### src/rtl/spi_scan_pkg.sv
`timescale 1ns/1ps
package spi_scan_pkg;
  localparam int FIRST_SPI = 32;
  localparam int WORD_BITS = 32;
  localparam logic [7:0] PRIO_NONE = 8'hFF;

  typedef enum logic [2:0] {
    FLD_PEND = 3'd0,
    FLD_EDGE = 3'd1,
    FLD_GRP  = 3'd2,
    FLD_MOD  = 3'd3,
    FLD_EN   = 3'd4,
    FLD_ACT  = 3'd5,
    FLD_PRIO = 3'd6,
    FLD_TGT  = 3'd7
  } fld_e;

  typedef struct packed {
    logic sec_dis;
    logic en_g1s;
    logic en_g1ns;
    logic en_g0;
  } ctl_t;
endpackage

### src/rtl/spi_state_bank.sv
`timescale 1ns/1ps
module spi_state_bank
  import spi_scan_pkg::*;
#(
  parameter int NUM_IRQ = 96,
  parameter int TGT_W   = 2,
  localparam int NUM_SPI = NUM_IRQ - FIRST_SPI,
  localparam int IRQ_W   = $clog2(NUM_IRQ + 1),
  localparam int SPI_W   = $clog2(NUM_SPI),
  localparam int WORD_W  = SPI_W - 5
) (
  input  logic               clk,
  input  logic               rst,
  input  logic               wr_en,
  input  fld_e               wr_fld,
  input  logic [IRQ_W-1:0]   wr_irq,
  input  logic [7:0]         wr_data,
  input  logic [NUM_SPI-1:0] irq_in,
  input  ctl_t               ctl,
  input  logic [WORD_W-1:0]  word_sel,
  input  logic [SPI_W-1:0]   rd_idx,
  output logic [WORD_BITS-1:0] elig_word,
  output logic [7:0]         rd_prio,
  output logic [TGT_W-1:0]   rd_tgt
);
  logic [NUM_SPI-1:0] pend_q, edge_q, grp_q, mod_q, en_q, act_q, lvl_q;
  logic [7:0]       prio_q [NUM_SPI];
  logic [TGT_W-1:0] tgt_q  [NUM_SPI];

  logic             wr_hit;
  logic [SPI_W-1:0] wr_idx;

  assign wr_hit = wr_en && (wr_irq >= IRQ_W'(FIRST_SPI)) && (wr_irq < IRQ_W'(NUM_IRQ));
  assign wr_idx = SPI_W'(wr_irq - IRQ_W'(FIRST_SPI));

  // single-bit state; a rising line in edge mode sets the latch
  always_ff @(posedge clk) begin
    if (rst) begin
      pend_q <= '0;
      edge_q <= '0;
      grp_q  <= '0;
      mod_q  <= '0;
      en_q   <= '0;
      act_q  <= '0;
      lvl_q  <= '0;
    end else begin
      lvl_q  <= irq_in;
      pend_q <= pend_q | (edge_q & irq_in & ~lvl_q);
      if (wr_hit) begin
        case (wr_fld)
          FLD_PEND: pend_q[wr_idx] <= wr_data[0];
          FLD_EDGE: edge_q[wr_idx] <= wr_data[0];
          FLD_GRP:  grp_q[wr_idx]  <= wr_data[0];
          FLD_MOD:  mod_q[wr_idx]  <= wr_data[0];
          FLD_EN:   en_q[wr_idx]   <= wr_data[0];
          FLD_ACT:  act_q[wr_idx]  <= wr_data[0];
          default: ;
        endcase
      end
    end
  end

  // wide fields kept in plain arrays without reset (RAM-friendly)
  always_ff @(posedge clk) begin
    if (wr_hit && wr_fld == FLD_PRIO) prio_q[wr_idx] <= wr_data;
    if (wr_hit && wr_fld == FLD_TGT)  tgt_q[wr_idx]  <= wr_data[TGT_W-1:0];
  end

  assign rd_prio = prio_q[rd_idx];
  assign rd_tgt  = tgt_q[rd_idx];

  // eligibility of one aligned word of 32 interrupts
  for (genvar b = 0; b < WORD_BITS; b++) begin : g_elig
    logic [SPI_W-1:0] k;
    logic pnd, mod_eff, grp_on;
    assign k       = {word_sel, 5'(b)};
    assign pnd     = pend_q[k] | (~edge_q[k] & lvl_q[k]);
    assign mod_eff = mod_q[k] & ~ctl.sec_dis;
    assign grp_on  = (grp_q[k] & ctl.en_g1ns)
                   | (~grp_q[k] & mod_eff & ctl.en_g1s)
                   | (~grp_q[k] & ~mod_eff & ctl.en_g0);
    assign elig_word[b] = pnd & en_q[k] & ~act_q[k] & grp_on;
  end
endmodule

### src/rtl/spi_scan_engine.sv
`timescale 1ns/1ps
module spi_scan_engine
  import spi_scan_pkg::*;
#(
  parameter int NUM_IRQ = 96,
  parameter int NUM_CPU = 2,
  parameter int TGT_W   = 2,
  localparam int NUM_SPI = NUM_IRQ - FIRST_SPI,
  localparam int IRQ_W   = $clog2(NUM_IRQ + 1),
  localparam int SPI_W   = $clog2(NUM_SPI)
) (
  input  logic                     clk,
  input  logic                     rst,
  input  logic                     scan_req,
  input  logic [IRQ_W-1:0]         scan_start,
  input  logic [IRQ_W-1:0]         scan_len,
  input  logic [WORD_BITS-1:0]     elig_word,
  input  logic [7:0]               rd_prio,
  input  logic [TGT_W-1:0]         rd_tgt,
  output logic [SPI_W-1:0]         cur_idx,
  output logic                     busy,
  output logic                     done,
  output logic [NUM_CPU*IRQ_W-1:0] best_irq,
  output logic [NUM_CPU*8-1:0]     best_prio
);
  logic                 busy_q, done_q, full_q, first_q;
  logic [SPI_W-1:0]     cur_q, last_q;
  logic [IRQ_W-1:0]     lo_q, hi_q, cur_abs;
  logic [WORD_BITS-1:0] word_q;
  logic                 start_go, use_now, cand, last_cyc, escalate;
  logic [NUM_CPU-1:0]   take, stale, seen_q;
  logic [7:0]           bp_q [NUM_CPU];
  logic [IRQ_W-1:0]     bi_q [NUM_CPU];

  assign start_go = scan_req && !busy_q;
  assign cur_abs  = IRQ_W'(cur_q) + IRQ_W'(FIRST_SPI);
  assign use_now  = first_q || (cur_q[4:0] == 5'd0);
  assign cand     = busy_q && (use_now ? elig_word[cur_q[4:0]] : word_q[cur_q[4:0]]);
  assign last_cyc = busy_q && (cur_q == last_q);
  assign escalate = last_cyc && !full_q && (|stale);

  for (genvar c = 0; c < NUM_CPU; c++) begin : g_cpu
    assign take[c] = cand && (rd_tgt == TGT_W'(c)) &&
                     ((rd_prio < bp_q[c]) || ((rd_prio == bp_q[c]) && (cur_abs <= bi_q[c])));
    assign stale[c] = !(seen_q[c] | take[c]) && (bp_q[c] != PRIO_NONE) &&
                      (bi_q[c] >= lo_q) && (bi_q[c] <= hi_q);

    always_ff @(posedge clk) begin
      if (rst) begin
        bp_q[c]   <= PRIO_NONE;
        bi_q[c]   <= '1;
        seen_q[c] <= 1'b0;
      end else if (start_go) begin
        seen_q[c] <= 1'b0;
      end else if (escalate) begin
        bp_q[c]   <= PRIO_NONE;
      end else if (take[c]) begin
        bp_q[c]   <= rd_prio;
        bi_q[c]   <= cur_abs;
        seen_q[c] <= 1'b1;
      end
    end

    assign best_prio[c*8 +: 8]         = bp_q[c];
    assign best_irq[c*IRQ_W +: IRQ_W]  = bi_q[c];
  end

  always_ff @(posedge clk) begin
    if (rst) begin
      busy_q  <= 1'b0;
      done_q  <= 1'b0;
      full_q  <= 1'b0;
      first_q <= 1'b0;
      cur_q   <= '0;
      last_q  <= '0;
      lo_q    <= '0;
      hi_q    <= '0;
      word_q  <= '0;
    end else begin
      done_q <= 1'b0;
      if (start_go) begin
        busy_q  <= 1'b1;
        full_q  <= 1'b0;
        first_q <= 1'b1;
        cur_q   <= SPI_W'(scan_start - IRQ_W'(FIRST_SPI));
        last_q  <= SPI_W'(scan_start + scan_len - IRQ_W'(FIRST_SPI + 1));
        lo_q    <= scan_start;
        hi_q    <= scan_start + scan_len - IRQ_W'(1);
      end else if (busy_q) begin
        if (use_now) word_q <= elig_word;
        first_q <= 1'b0;
        if (last_cyc) begin
          if (escalate) begin
            full_q  <= 1'b1;
            first_q <= 1'b1;
            cur_q   <= '0;
            last_q  <= SPI_W'(NUM_SPI - 1);
          end else begin
            busy_q <= 1'b0;
            done_q <= 1'b1;
          end
        end else begin
          cur_q <= cur_q + SPI_W'(1);
        end
      end
    end
  end

  assign cur_idx = cur_q;
  assign busy    = busy_q;
  assign done    = done_q;
endmodule

### src/rtl/spi_dist_scanner.sv
`timescale 1ns/1ps
module spi_dist_scanner
  import spi_scan_pkg::*;
#(
  parameter int NUM_IRQ = 96,
  parameter int NUM_CPU = 2,
  parameter int TGT_W   = 2,
  localparam int NUM_SPI = NUM_IRQ - FIRST_SPI,
  localparam int IRQ_W   = $clog2(NUM_IRQ + 1)
) (
  input  logic                     clk,
  input  logic                     rst,
  input  logic                     cfg_we,
  input  logic [2:0]               cfg_field,
  input  logic [IRQ_W-1:0]         cfg_irq,
  input  logic [7:0]               cfg_data,
  input  logic                     ctl_we,
  input  logic [3:0]               ctl_data,
  input  logic [NUM_SPI-1:0]       irq_lines,
  input  logic                     scan_req,
  input  logic [IRQ_W-1:0]         scan_start,
  input  logic [IRQ_W-1:0]         scan_len,
  output logic                     scan_busy,
  output logic                     scan_done,
  output logic [NUM_CPU*IRQ_W-1:0] best_irq,
  output logic [NUM_CPU*8-1:0]     best_prio
);
  localparam int SPI_W  = $clog2(NUM_SPI);
  localparam int WORD_W = SPI_W - 5;

  ctl_t                 ctl_q;
  logic [WORD_BITS-1:0] elig_word;
  logic [7:0]           rd_prio;
  logic [TGT_W-1:0]     rd_tgt;
  logic [SPI_W-1:0]     cur_idx;

  always_ff @(posedge clk) begin
    if (rst)         ctl_q <= '0;
    else if (ctl_we) ctl_q <= ctl_t'(ctl_data);
  end

  spi_state_bank #(.NUM_IRQ(NUM_IRQ), .TGT_W(TGT_W)) u_bank (
    .clk       (clk),
    .rst       (rst),
    .wr_en     (cfg_we),
    .wr_fld    (fld_e'(cfg_field)),
    .wr_irq    (cfg_irq),
    .wr_data   (cfg_data),
    .irq_in    (irq_lines),
    .ctl       (ctl_q),
    .word_sel  (cur_idx[SPI_W-1:SPI_W-WORD_W]),
    .rd_idx    (cur_idx),
    .elig_word (elig_word),
    .rd_prio   (rd_prio),
    .rd_tgt    (rd_tgt)
  );

  spi_scan_engine #(.NUM_IRQ(NUM_IRQ), .NUM_CPU(NUM_CPU), .TGT_W(TGT_W)) u_eng (
    .clk        (clk),
    .rst        (rst),
    .scan_req   (scan_req),
    .scan_start (scan_start),
    .scan_len   (scan_len),
    .elig_word  (elig_word),
    .rd_prio    (rd_prio),
    .rd_tgt     (rd_tgt),
    .cur_idx    (cur_idx),
    .busy       (scan_busy),
    .done       (scan_done),
    .best_irq   (best_irq),
    .best_prio  (best_prio)
  );
endmodule

### config.mk
export PLATFORM = sky130hd
export DESIGN_NAME = spi_dist_scanner
export DESIGN_NICKNAME = d
export VERILOG_FILES = /design/src/rtl/spi_scan_pkg.sv /design/src/rtl/spi_state_bank.sv /design/src/rtl/spi_scan_engine.sv /design/src/rtl/spi_dist_scanner.sv
export SDC_FILE = /design/constraint.sdc
export NUM_CORES = 2
export LEC_CHECK = 0
export CAP_MARGIN = 15
export CORE_MARGIN = 4
export CORE_UTILIZATION = 25
export CTS_CLUSTER_DIAMETER = 120
export DETAILED_ROUTE_END_ITERATION = 8
export PLACE_DENSITY_LB_ADDON = 0.05
export SETUP_SLACK_MARGIN = 0.15
export SLEW_MARGIN = 15
export SYNTH_ARGS = -nofsm -noshare
export SYNTH_HDL_FRONTEND = slang
export SYNTH_HIERARCHICAL = 1
export SYNTH_SLANG_ARGS = --single-unit
### constraint.sdc
create_clock -name clk -period 7.95 [get_ports clk]
set_input_delay 0.795 -clock clk [delete_from_list [all_inputs] [get_ports clk]]
set_output_delay 0.795 -clock clk [all_outputs]
set_load 0.03 [all_outputs]
==> impl_metrics.json <==
{
  "r2r_cells": 14,
  "stdcell_count": 7331,
  "cts-root-buf": "clkbuf_16",
  "final_common_cell": "edfxtp_1",
  "clock-skew-final_ps": 27.9,
  "async_flop_share_pct": 0,
  "dp_hpwl_um": 137000,
  "layout-drive-gt1-share_pct": 11.8,
  "critPathSlowestCell": "dfxtp_4",
  "critPathRequiredTime_ps": 8370,
  "setup_slack_ps": 2020,
  "hold_path_class": "reg -> reg",
  "synthDistinctLibCells": 78,
  "crit_path_cell_trace": "buf_4, mux4_2, mux2_2, o21ai_0, a21oi_1, a22o_1, ha_1, a21o_1, a21o_1, a2111oi_0, a21oi_1, a21oi_2, a21o_1, nand2b_1",
  "hold_start": "u_eng/seen_q[1]",
  "status": "finished clean",
  "worstMarginPinSlew_ps": 1190,
  "fp.dieW_um": 460,
  "hold_ws_ps": 450,
  "place_ws_ps": 1740,
  "p_int_mw": 10.8,
  "path_buf_inv": 1,
  "drt-total-wl_um": 211000,
  "numCtsBuffers": 149,
  "grt_max_degree": 183,
  "comb_power_share_pct": 9.3,
  "syn_nets": 4654,
  "holdPathEnd": "u_eng/seen_q[1]",
  "chipHeight_um": 460,
  "synth_top_cell_by_area": "edfxtp_1",
  "grt_pass1_vias": 37500,
  "clock_sinks": 1186,
  "synthSimpleGateAreaFrac_pct": 11.9,
  "vias": 36800,
  "cts_setup_buffers": 0,
  "switching_share_pct": 25.8,
  "p_switching_mw": 3.76,
  "fin_nets": 4710,
  "antenna_found_initial": 3,
  "cts_max_path_buffers": 3,
  "timing.rr.start": "u_eng/cur_idx[0]",
  "relSlewSlack_pct": 20.7,
  "rows": 165,
  "area_growth_pct": 17.3,
  "firstDrtPassIters": 5,
  "cpMostUsedCell": "a21o_1",
  "yosys-top-cells-area": "edfxtp_1, dfxtp_1, mux4_2",
  "dieArea_um2": 212000,
  "power_frac_clock_pct": 45.4,
  "clk_latency_ps": 780,
  "r2r_slack_ps": 2020,
  "synth_mux_area_share_pct": 10.3,
  "core_um2": 203000,
  "yosysSeqAreaShare_pct": 59.5,
  "via_per_inst": 5.01,
  "place_inst": 7057,
  "gp_congestion": 0.754,
  "num_io_pins": 137,
  "setup_viol": 0,
  "cts_hold_buf": 0,
  "power.density_nw_per_um2": 243,
  "leakagePower_nw": 18.2,
  "finalHoldViolCount": 0,
  "synth_top_family_by_area": "compound AO/OA/AOI/OAI gates",
  "grt_pass1_wl_um": 297000,
  "holdPathStages": 2,
  "synth_cells": 4481,
  "rsz0062_at_grt": "false",
  "ir_worst_vdd_mv": 0.209,
  "h-tree-depth": 4,
  "cts_tree": "yes",
  "io_buffers": 136,
  "period_minus_slack_ps": 5930,
  "power.total_mw": 14.6,
  "cts_resized": 0,
  "grt_overflow": 0,
  "startpoint_type": "flop",
  "critPathMaxStageDelay_ps": 780,
  "critPathArrivalTime_ps": 6350,
  "avgSynthCellArea_um2": 11.4,
  "drv_cap": 0,
  "cp_max_fo": 34,
  "slew_violations": 0,
  "seq_power_share_pct": 45.3,
  "route.detailed.drc": 0,
  "synthAdderAreaFrac_pct": 1.68,
  "drt_iter0_drc": 2917,
  "final_cell_mix": "edfxtp_1, a21oi_1, dfxtp_1, nand3_1, nor2_1",
  "synth_compound_area_share_pct": 12.3,
  "initial_core_util_pct": 25.2,
  "cp.depth": 14,
  "synth-edff-count": 670,
  "critPathKind": "reg -> reg",
  "finalSetupTns_ps": 0,
  "crit_family": "compound AO/OA/AOI/OAI gates",
  "yosys_warnings": 6,
  "path_clk_slew_ps": 60,
  "syn_area_um2": 51200,
  "period_share_pct": 74.6,
  "avgRoutedWirePerCell_um": 28.8,
  "grtUsageTotal_pct": 19.6,
  "r2r_end": "u_eng/bp_q[1][4]",
  "max_freq_mhz": 169,
  "synth_flop_cell": "edfxtp_1",
  "synth_seq_cells": 1186,
  "fillers": 20800,
  "synth_top_area_share_pct": 39.3,
  "end_kind": "flop",
  "detail-route-antenna-nets": 0,
  "synth-xor-area-share_pct": 0.391
}
==> how the worst max path moves through the flow <==
stage | startpoint | endpoint
6_report | u_eng/cur_idx[0] | u_eng/bp_q[1][4]
5_1_grt | u_eng/cur_idx[0] | u_eng/bp_q[1][6]
4_1_cts | u_eng/cur_idx[0] | u_eng/bp_q[1][6]
3_5_place_dp | u_eng/cur_idx[0] | u_eng/bp_q[1][2]
3_3_place_gp | u_eng/cur_idx[0] | u_eng/bp_q[1][1]
2_1_floorplan | u_eng/cur_idx[1] | u_eng/bp_q[1][0]
==> routing by layer <==
layer  share of wire, %  global-route usage, %  up-vias
met3                3.3                   2.40      251
met2                 50                   33.8      769
met5                  0                      0        -
li1                   -                      -    16800
met4                3.1                   6.00        0
met1                 44                   25.6    19000
==> worst reg2reg max path: cells and delay by family (launching register included) <==
kind | cells | cell delay [ps]
multiplexers | 2 | 870
buffers and inverters | 1 | 590
flip-flops | 1 | 780
AO/OA/AOI/OAI | 9 | 2540
adder cells (fa/ha/maj) | 1 | 360
AND/OR/NAND/NOR | 1 | 440
==> stage by stage <==
step	cell area, um2	utilization [%]
6_report	60000	29.6
5_1_grt	60000	29.6
4_1_cts	60000	29.6
3_5_place_dp	55300	27.2
3_3_place_gp	55300	27.2
2_1_floorplan	51200	-
==> cell type report <==
cell class                 instances  area, um2  share of cell area, %
tap                             2672       3340                   5.57
antenna                            6       15.0                 0.0250
sequential                      1186      30500                   50.8
inverter                         122        458                  0.763
clock inverter                    61        621                   1.03
timing repair buffer             241       2240                   3.73
multi-input combinational       2837      18800                   31.3
clock buffer                     206       4070                   6.77
==> Yosys cell counts, types with 80 or more instances <==
cell type and instances:
a21oi_1 565, nor2_1 327, nor2b_1 80, clkbuf_1 185, o22ai_1 112, inv_1 122, o21ai_0 264, edfxtp_1 670
nand3_1 399, mux4_2 159, buf_2 88, dfxtp_1 516, nand2_1 284, mux2i_1 162
==> registers in the layout, indices dropped and copies added, names as in the netlist, 2 cells and up <==
register,cells
u_bank/edge_q,64
u_eng/cur_idx,6
u_bank/mod_q,64
u_bank/prio_q,512
u_eng/lo_q,7
u_eng/word_q,32
u_bank/tgt_q,128
u_bank/pend_q,64
ctl_q,4
u_bank/en_q,64
u_eng/hi_q,7
u_bank/lvl_q,64
u_eng/seen_q,2
u_bank/act_q,64
u_eng/last_q,6
u_eng/bp_q,16
u_eng/bi_q,14
u_bank/grp_q,64
==> cells by family after synthesis <==
family,after synthesis
adder cells (fa/ha/maj),68
buffers and inverters,458
multiplexers,327
AO/OA/AOI/OAI,1143
XOR/XNOR,22
flip-flops,1186
AND/OR/NAND/NOR,1277
==> power by group through the flow <==
| stage | logic (mW) | clock network [mW] | registers [mW] |
|---|---|---|---|
| floorplan | 0.832 | 0 | 6.67 |
| global placement | 1.39 | 0 | 6.74 |
| detailed placement | 1.38 | 0 | 6.74 |
| CTS | 1.39 | 6.85 | 6.61 |
| global route | 1.46 | 7.09 | 6.61 |
| finish | 1.35 | 6.61 | 6.60 |
No activity file was read; power rests on OpenSTA's default activity.
